File: config.mk
export PLATFORM = sky130hd
export DESIGN_NAME = wdt_keyed
export DESIGN_NICKNAME = d
export VERILOG_FILES = /design/src/rtl/wdt_keyed_pkg.sv /design/src/rtl/wdt_keyed_regs.sv /design/src/rtl/wdt_keyed_fsm.sv /design/src/rtl/wdt_keyed_counter.sv /design/src/rtl/wdt_keyed.sv
export SDC_FILE = /design/constraint.sdc
export NUM_CORES = 1
export LEC_CHECK = 0
export BUFFER_PORTS_ARGS = -buffer_cell sky130_fd_sc_hd__buf_2
export CAP_MARGIN = 20
export CORE_MARGIN = 2
export CORE_UTILIZATION = 34
export DETAILED_ROUTE_END_ITERATION = 10
export GPL_TIMING_DRIVEN = 0
export PLACE_DENSITY = 0.49
export SYNTH_ARGS = -nofsm -noshare
export SYNTH_HDL_FRONTEND = slang
export SYNTH_SLANG_ARGS = --single-unit
export TNS_END_PERCENT = 50
File: constraint.sdc
create_clock -name clk -period 2.53 [get_ports clk]
set_clock_uncertainty 0.15 [all_clocks]
set_input_delay 0.253 -clock clk [delete_from_list [all_inputs] [get_ports clk]]
set_output_delay 0.253 -clock clk [all_outputs]
set_load 0.02 [all_outputs]
File: src/rtl/wdt_keyed_pkg.sv
package wdt_keyed_pkg;

    typedef enum logic [1:0] {
        ST_ARMED    = 2'd0,
        ST_UNLOCKED = 2'd1,
        ST_HALTED   = 2'd2
    } wdt_state_e;

    localparam logic       ADDR_MODE    = 1'b0;
    localparam logic       ADDR_CMD     = 1'b1;
    localparam logic [7:0] CODE_RESTART = 8'h4E;
    localparam logic [7:0] CODE_KILL    = 8'hB1;

    localparam int DATA_W   = 8;
    localparam int EN_BIT   = 7;
    localparam int SEL_LSB  = 2;
    localparam int SEL_W    = 2;
    localparam int LINK_BIT = 1;

endpackage

File: src/rtl/wdt_keyed_regs.sv
module wdt_keyed_regs
    import wdt_keyed_pkg::*;
(
    input  logic              clk,
    input  logic              rst_n,
    input  logic              wr_en,
    input  logic              wr_addr,
    input  logic [DATA_W-1:0] wr_data,
    output logic [SEL_W-1:0]  sel_q,
    output logic              link_q,
    output logic              mode_wr,
    output logic              mode_en,
    output logic              cmd_clear,
    output logic              cmd_kill
);

    logic cmd_wr;

    always_comb begin
        mode_wr   = wr_en && (wr_addr == ADDR_MODE);
        cmd_wr    = wr_en && (wr_addr == ADDR_CMD);
        mode_en   = wr_data[EN_BIT];
        cmd_kill  = cmd_wr && (wr_data == CODE_KILL);
        cmd_clear = cmd_wr && ((wr_data == CODE_RESTART) || (wr_data == CODE_KILL));
    end

    always_ff @(posedge clk) begin
        if (!rst_n) begin
            sel_q  <= '0;
            link_q <= 1'b0;
        end else if (mode_wr) begin
            sel_q  <= wr_data[SEL_LSB +: SEL_W];
            link_q <= wr_data[LINK_BIT];
        end
    end

endmodule

File: src/rtl/wdt_keyed_fsm.sv
module wdt_keyed_fsm
    import wdt_keyed_pkg::*;
(
    input  logic       clk,
    input  logic       rst_n,
    input  logic       mode_wr,
    input  logic       mode_en,
    input  logic       cmd_kill,
    output wdt_state_e state_q,
    output logic       run
);

    wdt_state_e state_d;

    // state register
    always_ff @(posedge clk) begin
        if (!rst_n) state_q <= ST_ARMED;
        else        state_q <= state_d;
    end

    // transitions
    always_comb begin
        state_d = state_q;
        unique case (state_q)
            ST_ARMED: begin
                if (mode_wr && !mode_en) state_d = ST_UNLOCKED;   // arm_to_unlock
            end
            ST_UNLOCKED: begin
                if (mode_wr && mode_en)  state_d = ST_ARMED;      // unlock_to_arm
                else if (cmd_kill)       state_d = ST_HALTED;     // unlock_to_halt
            end
            ST_HALTED: begin
                if (mode_wr && mode_en)  state_d = ST_ARMED;      // halt_to_arm
            end
            default: state_d = ST_ARMED;
        endcase
    end

    // outputs
    always_comb begin
        unique case (state_q)
            ST_ARMED, ST_UNLOCKED: run = 1'b1;
            ST_HALTED:             run = 1'b0;
            default:               run = 1'b0;
        endcase
    end

endmodule

File: src/rtl/wdt_keyed_counter.sv
module wdt_keyed_counter
    import wdt_keyed_pkg::*;
#(
    parameter int TAP_BASE = 15,
    parameter int TAP_STEP = 2,
    localparam int NSEL    = 1 << SEL_W,
    localparam int CW      = TAP_BASE + TAP_STEP * (NSEL - 1)
) (
    input  logic             clk,
    input  logic             rst_n,
    input  logic             run,
    input  logic             clear,
    input  logic [SEL_W-1:0] sel,
    input  logic             link,
    output logic [CW-1:0]    cnt_q,
    output logic             irq_pulse,
    output logic             rst_req
);

    logic [NSEL-1:0] tap_hit;
    logic            ovf;

    for (genvar g = 0; g < NSEL; g++) begin : g_tap
        localparam int W = TAP_BASE + TAP_STEP * g;
        assign tap_hit[g] = (cnt_q >= CW'((64'd1 << W) - 64'd1));
    end

    assign ovf = run && !clear && tap_hit[sel];

    always_ff @(posedge clk) begin
        if (!rst_n) begin
            cnt_q     <= '0;
            irq_pulse <= 1'b0;
            rst_req   <= 1'b0;
        end else begin
            irq_pulse <= ovf;
            rst_req   <= ovf && link;
            if (!run || clear || ovf) cnt_q <= '0;
            else                      cnt_q <= cnt_q + CW'(1);
        end
    end

endmodule

File: src/rtl/wdt_keyed.sv
module wdt_keyed
    import wdt_keyed_pkg::*;
#(
    parameter int TAP_BASE = 15,
    parameter int TAP_STEP = 2
) (
    input  logic        clk,
    input  logic        rst_n,
    input  logic        wr_en,
    input  logic        wr_addr,
    input  logic [7:0]  wr_data,
    output logic        irq_pulse,
    output logic        rst_req
);

    localparam int CW = TAP_BASE + TAP_STEP * ((1 << SEL_W) - 1);

    logic [SEL_W-1:0] sel_q;
    logic             link_q;
    logic             mode_wr;
    logic             mode_en;
    logic             cmd_clear;
    logic             cmd_kill;
    logic             run;
    wdt_state_e       st_q;
    logic [CW-1:0]    cnt_q;

    wdt_keyed_regs u_regs (
        .clk       (clk),
        .rst_n     (rst_n),
        .wr_en     (wr_en),
        .wr_addr   (wr_addr),
        .wr_data   (wr_data),
        .sel_q     (sel_q),
        .link_q    (link_q),
        .mode_wr   (mode_wr),
        .mode_en   (mode_en),
        .cmd_clear (cmd_clear),
        .cmd_kill  (cmd_kill)
    );

    wdt_keyed_fsm u_fsm (
        .clk      (clk),
        .rst_n    (rst_n),
        .mode_wr  (mode_wr),
        .mode_en  (mode_en),
        .cmd_kill (cmd_kill),
        .state_q  (st_q),
        .run      (run)
    );

    wdt_keyed_counter #(
        .TAP_BASE (TAP_BASE),
        .TAP_STEP (TAP_STEP)
    ) u_cnt (
        .clk       (clk),
        .rst_n     (rst_n),
        .run       (run),
        .clear     (cmd_clear),
        .sel       (sel_q),
        .link      (link_q),
        .cnt_q     (cnt_q),
        .irq_pulse (irq_pulse),
        .rst_req   (rst_req)
    );

endmodule

=== Word level (Yosys, flattened, before mapping) ===
Cells that the tools add are included.

* Multiplexer cells: 8
* $lt $le $gt $ge: 5
* Equal/unequal tests: 7
* Divide/modulo/power cells: 0
* Shift operators: 0
* Add/subtract/negate cells: 1
* Reduce and logical (&&, ||, !) cells: 19
* $mul: 0
* Bitwise logic cells: 2

{| class="wikitable"
|+ Operator list
! operator !! count
|-
| adder 21 x 1 -> 21 bit (second input constant) || 1
|-
| greater-or-equal comparator 21 x 15 -> 1 bit (second input constant) || 1
|-
| greater-or-equal comparator 21 x 17 -> 1 bit (second input constant) || 1
|-
| greater-or-equal comparator 21 x 19 -> 1 bit (second input constant) || 1
|-
| greater-or-equal comparator 21 bit (second input constant) || 1
|-
| logical AND 1 bit || 9
|-
| == test 8 x 7 -> 1 bit (second input constant) || 1
|-
| == test 8 bit (second input constant) || 1
|-
| two-way mux 2 bit || 4
|-
| case mux 2 bit (3 select lines) || 1
|-
| != test 2 x 1 -> 1 bit (second input constant) || 2
|-
| OR reduction 2 bit || 2
|-
| logical NOT 1 bit || 3
|-
| logical OR 1 bit || 3
|-
| less-than comparator 2 x 3 -> 1 bit (second input constant) || 1
|-
| != test 3 x 2 -> 1 bit (second input constant) || 1
|-
| AND reduction 3 bit || 1
|-
| binary-select mux 1 bit (select 2 bit) || 1
|-
| == test 2 x 1 -> 1 bit (second input constant) || 1
|-
| == test 2 bit (second input constant) || 1
|-
| logical NOT 2 bit || 1
|-
| two-way mux 1 bit || 2
|-
| NOT 1 bit || 2
|}

* Word-level logic and storage cells: 48
* Output and inout bits: 2
* Register bits after elaboration: 28
* Memories: 0
* Input port bits: 12
* ROM bits: 0
* Latch bits: 0
* Memory bits (writable): 0

=== Depth between registers and ports, before layout ===
Gate-level depths: netlist of run 1.

* Depth after elaboration: 8
* Depth in mapped cells: 7
* Gate-level depth less buffers: 6

=== Hierarchy ===
From an unflattened synthesis of run 1, not the netlist that was laid out.

* Cell total of the unflattened synthesis: 153
* Area total of the unflattened synthesis: 1496.4 µm²

{| class="wikitable"
|+ Modules (own cells, without submodules)
! module !! area each (µm²) !! sequential area each (µm²) !! times used !! cells each
|-
| wdt_keyed_counter || 1214.9 || 460.4 || 1 || 125
|-
| wdt_keyed_regs || 190.2 || 60.1 || 1 || 19
|-
| wdt_keyed_fsm || 91.3 || 40.0 || 1 || 9
|}

=== Worst setup path before layout of run 1 ===
Ideal clock, no wire load.

* Kind: register to register
* From: reg u_cnt.cnt_q[17]
* To: reg u_cnt.cnt_q[15]
* Path slack: 0.625 ns
* Buffers on the path: 1
* Stages on the path, launching flop included: 7
* Arrival: 1.691 ns
* Period minus slack after synthesis: 1.905 ns
* Required time: 2.316 ns
* Setup time: 0.064 ns
* Path through: dfxtp_1 or4_1 or3_1 a211oi_2 a22oi_2 buf_6 nor2_1

* Cells in the longest elaborated chain, start to end: 6
* Elaborated cells on any way between the ends: 9
* Classes of those cells: 4 x order compare; 2 x mux; 3 x reduce/logical

{| class="wikitable"
|+ RTL lines
! what !! RTL line !! source
|-
| from (decl) || wdt_keyed_counter.sv:15 || <nowiki>output logic [CW-1:0] cnt_q,</nowiki>
|-
| from (signal assigned) || wdt_keyed_counter.sv:39 || <nowiki>else cnt_q <= cnt_q + CW'(1);</nowiki>
|-
| greater-or-equal comparator 21 x 15 -> 1 bit, or another cell as far along || wdt_keyed_counter.sv:25 || <nowiki>assign tap_hit[g] = (cnt_q >= CW'((64'd1 << W) - 64'd1));</nowiki>
|-
| binary-select mux 1 bit (select 2 bit) (*) || wdt_keyed_counter.sv:28 || <nowiki>assign ovf = run && !clear && tap_hit[sel];</nowiki>
|-
| two-way mux 1 bit (not written as such) (*) || wdt_keyed_counter.sv:28 ||
|-
| logical AND 1 bit (*) || wdt_keyed_counter.sv:28 ||
|-
| logical OR 1 bit (*) || wdt_keyed_counter.sv:38 || <nowiki>if (!run || clear || ovf) cnt_q <= '0;</nowiki>
|-
| OR reduction 2 bit (no source line) (*) || -- ||
|}

Every way passes the cells marked *; elsewhere a longest branch is shown, timed or not. The select of a mux whose other input is x is not followed.
A chain may end at the register's enable or synchronous reset.

=== Worst setup path in the final report of run 1 ===
* From: reg u_cnt.cnt_q[2]
* To: reg u_cnt.cnt_q[15]

* Cells in the longest elaborated chain, start to end: 6
* Elaborated cells on any way between the ends: 10
* Classes of those cells: 1 x add/sub; 4 x order compare; 2 x mux; 3 x reduce/logical

{| class="wikitable"
|+ RTL lines
! what !! RTL line
|-
| greater-or-equal comparator 21 x 15 -> 1 bit, or another cell as far along || wdt_keyed_counter.sv:25
|-
| binary-select mux 1 bit (select 2 bit) || wdt_keyed_counter.sv:28
|-
| two-way mux 1 bit (not written as such) || wdt_keyed_counter.sv:28
|-
| logical AND 1 bit || wdt_keyed_counter.sv:28
|-
| logical OR 1 bit || wdt_keyed_counter.sv:38
|-
| OR reduction 2 bit (no source line) || --
|}

Parallel ways exist; a longest one is shown, timed or not. The select of a mux whose other input is x is not followed.

==> results of run 1 <==
-- cell usage in the layout, fill, tap and decap left out, types with 2 or more instances in the layout --
cell type,n
nor4bb_1,3
buf_6,2
o21ai_0,2
mux2i_1,2
nand3_1,7
xnor2_1,4
dfxtp_1,28
buf_2,13
nand2_1,13
nor2_1,26
xor2_1,15
nor4_4,2
inv_1,3
nor3_1,5
nand2b_1,2
nand4_1,7
clkbuf_8,3
nor2b_1,4
a21oi_1,3
and3_1,2
-- flip-flops by register name, indices dropped and copies added (netlist names) --
| name | cells |
|---|---|
| u_cnt.cnt_q | 21 |
| u_cnt.irq_pulse | 1 |
| u_cnt.rst_req | 1 |
| u_fsm.state_q | 2 |
| u_regs.link_q | 1 |
| u_regs.sel_q | 2 |
-- critical path, delay by kind of cell, from the launching register on --
kind	cells	cell delay (ns)
AND/OR/NAND/NOR	3	0.90
AO/OA/AOI/OAI	2	0.33
flip-flops	1	0.44
buffers and inverters	1	0.18
-- where the power goes --
group	internal, uW	switching [uW]	leakage [uW]
Sequential	450	10.0	0.000227
Combinational	28.9	32.1	0.000316
Clock	212	136	0.0000357
Total	691	178	0.000579
-- per-stage QoR --
stage	hold slack, ns	total power, uW	cell area, um^2
global placement	0.294	531	1460
global route	0.109	905	1530
floorplan	0.231	509	1340
finish	0.0901	869	1530
CTS	0.0921	881	1530
detailed placement	0.291	533	1460
-- path summary, 6_finish.rpt --
kind	from	end	depth (start not counted)
setup reg to reg	u_cnt.cnt_q[2]	u_cnt.cnt_q[15]	6
setup / recovery	u_cnt.cnt_q[2]	u_cnt.cnt_q[15]	6
hold / removal	rst_n	u_regs.link_q	2
hold reg to reg	u_regs.link_q	u_cnt.rst_req	2
-- cell type report --
| type | count | share of cell area |
|---|---|---|
| buffer | 3 | 0.0171 |
| clock buffer | 3 | 0.0269 |
| clock inverter | 1 | 0.0196 |
| inverter | 3 | 0.00734 |
| multi-input combinational | 114 | 0.482 |
| sequential | 28 | 0.365 |
| tap | 48 | 0.0392 |
| timing repair buffer | 13 | 0.0424 |
-- layer usage --
metal / share of wire / track usage / vias up
met4: 0.016 / 0.0459 / 0
met3: 0.025 / 0.0253 / 5
met2: 0.49 / 0.235 / 15
li1: - / - / 553
met5: 0 / 0 / -
met1: 0.47 / 0.158 / 496
-- cells by family after synthesis --
kind of cell,after synthesis,share of synthesized area
AO/OA/AOI/OAI,14,0.0823
XOR/XNOR,19,0.124
adder cells (fa/ha/maj),1,0.00935
buffers and inverters,6,0.0281
flip-flops,28,0.419
multiplexers,2,0.0150
AND/OR/NAND/NOR,78,0.322
==> impl_metrics.ini, run 1 <==
[pwr]
powerDensity_nw_per_um2 = 566
p_leak_uw = 0.000579
ir_drop_uv = 199

[global_route]
grt_first_pass_wirelength_mm = 4.53
grt_max_degree = 17
overflow = 0
first_global_vias = 1071
antenna_found_initial = 0
grt_usage = 0.132

[cells_and_area]
final_util = 0.413
stdcell_count = 213
n_fill_cell = 396
multi_input_area_um2 = 739
syn_to_final_growth_pct = 14.7
num_antenna_cells = 0
nets = 179
seq_area_um2 = 561
layout-drive-gt1-share = 0.152

[cts]
clock-root-buffer = clkbuf_8
post_cts_buffers = 0
ctsHoldBuffers = 0
clk_latency_ns = 0.27
clk_pin_slew_ns = 0.09
clock-sinks = 28
clockBufferDepth = 2
cts_made_buffers = 3
h-tree-depth = 1
ctsResizeCount = 0
cts_tree = built

[critical_path]
worst_setup_path_end_kind = flip-flop
crit_type = flip-flop to flip-flop
crit_required_ns = 2.55
critPathMaxStageDelay_ns = 0.49
slowest_stage = nor4_4
path_cells = nand4_1 -> nor4_4 -> a21oi_1 -> a22oi_2 -> buf_6 -> nor2_1
cp-start-kind = flip-flop
crit_path_max_fanout = 10
crit_arrival_ns = 2.13
reg2reg_slack_ns = 0.43

[logic_synthesis]
synth-edff-count = 0
synthDistinctLibCells = 36
synthTopCellsByArea = dfxtp_1, xor2_1, nor2_1
ys.warnings.count = 0
synth_async_sr_flop_share = 0
yosys.area.top_type_share = 0.419
ys_seq_area_frac = 0.419
syn-num-nets = 161
netlist_instances = 148
post_synth.cell_area_avg_um2 = 9.04
synth_flop_cell = dfxtp_1
netlist_area_um2 = 1340
yosys-top-cells-count = dfxtp_1, nor2_1, xor2_1
synth_most_common_cell = dfxtp_1
yosys.area.top_type = dfxtp_1
ys_ff_latch = 28

[drt]
vias = 1069
ant_nets = 0
totalWireLength_mm = 2.43
dr.pass1.iters = 4
post_drt_via_cell_ratio = 5.02
wl_per_cell_um = 11.4
drc = 0
drtIter0Drc = 30

[placement]
dpl.hpwl_mm = 1.91
io_buffer_count = 13
gp_congestion = 0.740
place_ws_ns = 0.413
dpl.cell_count = 209

[sta]
fmax_mhz = 475
tightest_slew_ns = 0.416
fin_ws_ns = 0.427
relSlewSlack = 0.721
slew_viol_final = 0
final.period_utilization = 0.831
tns_ns = 0
hold_violations = 0
finalSetupViolCount = 0
min_period_ns = 2.10
grt_setup_unrepaired = no

[status]
outcome = completed

[die]
die_area_um2 = 4450
coreArea_um2 = 3720
initial_core_util = 0.360
die_h_um = 66.7
dieWidth_um = 66.7
io_pins = 14
rows = 22

[job]
drv_cap = 0

[hold_path]
hold_path_class = primary input to flip-flop
(Power assumes the default switching activity.)
==> inputs of run 2 (changes only) <==
--- a/config.mk
+++ b/config.mk
@@ -11,7 +11,7 @@
 export CORE_UTILIZATION = 34
 export DETAILED_ROUTE_END_ITERATION = 10
 export GPL_TIMING_DRIVEN = 0
-export PLACE_DENSITY = 0.49
+export PLACE_DENSITY = 0.51
 export SYNTH_ARGS = -nofsm -noshare
 export SYNTH_HDL_FRONTEND = slang
 export SYNTH_SLANG_ARGS = --single-unit
==> constraint.sdc (replaced) <==
create_clock -name clk -period 1.8 [get_ports clk]
set_clock_uncertainty 0.15 [all_clocks]
set_input_delay 0.18 -clock clk [delete_from_list [all_inputs] [get_ports clk]]
set_output_delay 0.18 -clock clk [all_outputs]
set_load 0.02 [all_outputs]
==> impl_metrics.ini, run 2 (synthesis gave the netlist of run 1 again) <==
[sta]
fmax_mhz = 497
hold_violations = 0
whs_ns = 0.0392
relSlewSlack = 0.785
fin_ws_ns = -0.213
min_period_ns = 2.01
slew_viol_final = 0
final.period_utilization = 1.12
finalSetupViolCount = 23
tightest_slew_ns = 0.314
grt_setup_unrepaired = yes

[cts]
clk_latency_ns = 0.27
clockBufferDepth = 2
clk_pin_slew_ns = 0.09
ctsHoldBuffers = 0
clock-root-buffer = clkbuf_8
h-tree-depth = 1
clock-sinks = 28
cts_made_buffers = 3
cts_tree = built

[cells_and_area]
n_fill_cell = 379
multi_input_area_um2 = 788
reg_top3 = u_cnt.cnt_q x21, u_fsm.state_q x2, u_regs.sel_q x2
seq_area_um2 = 572
fin_area_um2 = 1670
layout-drive-gt1-share = 0.315
nets = 193
stdcell_count = 226
regMostFlops = u_cnt.cnt_q
largest_register_ffs = 21
layout_commonest_cell = nor2_1
syn_to_final_growth_pct = 25.1
final_cell_mix = nor2_1, dfxtp_1, xor2_1
num_antenna_cells = 0

[critical_path]
r2r_end = u_cnt.cnt_q[18]
critPathMaxStageDelay_ns = 0.53
crit_arrival_ns = 2.06
crit_required_ns = 1.85
reg2reg_slack_ns = -0.21
worst_setup_path_end_kind = flip-flop
cp_top_family = simple AND/OR/NAND/NOR gates
cp-start-kind = flip-flop
slowest_stage = or4_4
crit_path_max_fanout = 10
path_cells = or4_4 -> or3_4 -> a211oi_4 -> a22oi_2 -> buf_6 -> nor2_1
r2r_cells = 6
crit_buf_inv = 1
crit_type = flip-flop to flip-flop
r2r-start = u_cnt.cnt_q[18]

[placement]
place_ws_ns = -0.368
dpl.cell_count = 209
gp_congestion = 0.768
placed_area_um2 = 1470
io_buffer_count = 13
dpl.hpwl_mm = 1.93

[hold_path]
worstHoldPathCells = 2
hold_path_class = primary input to flip-flop
min_to = u_regs.link_q
hp-start = rst_n

[global_route]
first_global_vias = 1115
grt_first_pass_wirelength_mm = 4.84
grt_usage = 0.144
use_met3 = 0.0405
grt_util_met1 = 0.156
globalRoute.busiestLayer = met2
overflow = 0
globalRouteMet2Util = 0.271
antenna_found_initial = 0
grt_max_degree = 15

[pwr]
p_leak_uw = 0.000623
powerDensity_nw_per_um2 = 647
ir_drop_uv = 451
p_total_uw = 1080

[job]
drv_cap = 0

[die]
initial_core_util = 0.360
rows = 22
die_area_um2 = 4450
coreArea_um2 = 3720
dieWidth_um = 66.7
io_pins = 14
die_h_um = 66.7

[status]
outcome = finished, violations left
violations = setup timing

[drt]
dr.pass1.iters = 4
post_drt_via_cell_ratio = 5.07
drtIter0Drc = 38
ant_nets = 0
drc = 0
wl_per_cell_um = 12.6
vias = 1145
totalWireLength_mm = 2.84
==> run 2: cell count changes in the layout (fill, tap and decap cells not counted), moves of 5 or more <==
cell	previous run	this run
dfxtp_2	0	9
buf_4	0	13
nor2_1	26	20
nor2_2	0	5
dfxtp_1	28	19
==> run 2: cell type report <==
class	count	area share
tap	48	0.0359
multi-input combinational	114	0.471
sequential	28	0.342
inverter	3	0.00673
buffer	3	0.0157
clock buffer	3	0.0247
timing repair buffer	27	0.104
==> run 2: worst max-delay path by stage <==
stage	cells past startpoint	to	slack, ns	start
6_report	6	u_cnt.cnt_q[18]	-0.21	u_cnt.cnt_q[18]
5_1_grt	6	u_cnt.cnt_q[13]	-0.28	u_cnt.cnt_q[18]
4_1_cts	6	u_cnt.cnt_q[13]	-0.21	u_cnt.cnt_q[18]
3_5_place_dp	6	u_cnt.cnt_q[18]	-0.37	u_cnt.cnt_q[2]
3_3_place_gp	5	u_cnt.rst_req	-0.32	u_cnt.cnt_q[6]
2_1_floorplan	6	u_cnt.cnt_q[18]	-0.09	u_cnt.cnt_q[18]
==> run 2: power breakdown <==
| group | internal, uW | total, uW | switching (uW) |
|---|---|---|---|
| Sequential | 634 | 651 | 17.1 |
| Combinational | 49.1 | 101 | 51.5 |
| Clock | 150 | 331 | 180 |
| Total | 833 | 1080 | 249 |
==> run 2: metrics by stage <==
stage               TNS [ns]  utilization
floorplan              -1.76            -
global placement       -7.03        0.395
detailed placement     -7.98        0.395
CTS                    -3.90        0.439
global route           -5.35        0.450
finish                 -3.83        0.450
==> run 2: worst reg2reg max path: stages (launching register included) <==
cell      delay [ns]
dfxtp_2         0.33
or4_4           0.53
or3_4           0.36
a211oi_4        0.17
a22oi_2         0.13
buf_6           0.18
nor2_1          0.10
==> run 2: per-layer routing <==
| metal | share of wire | wire length (um) | vias to the layer above |
|---|---|---|---|
| li1 | - | - | 578 |
| met3 | 0.041 | 116 | 4 |
| met1 | 0.43 | 1230 | 538 |
| met5 | 0 | 0 | - |
| met2 | 0.51 | 1450 | 25 |
| met4 | 0.014 | 39 | 0 |
==> run 2: repair_timing <==
action | CTS | global route
hold endpoints to repair | 0 | 0
cloned | 1 | 0
resized for setup | 12 | 10
setup buffers | 11 | 2
pin swaps | 6 | 2
endpoints found under the setup margin | 23 | 23
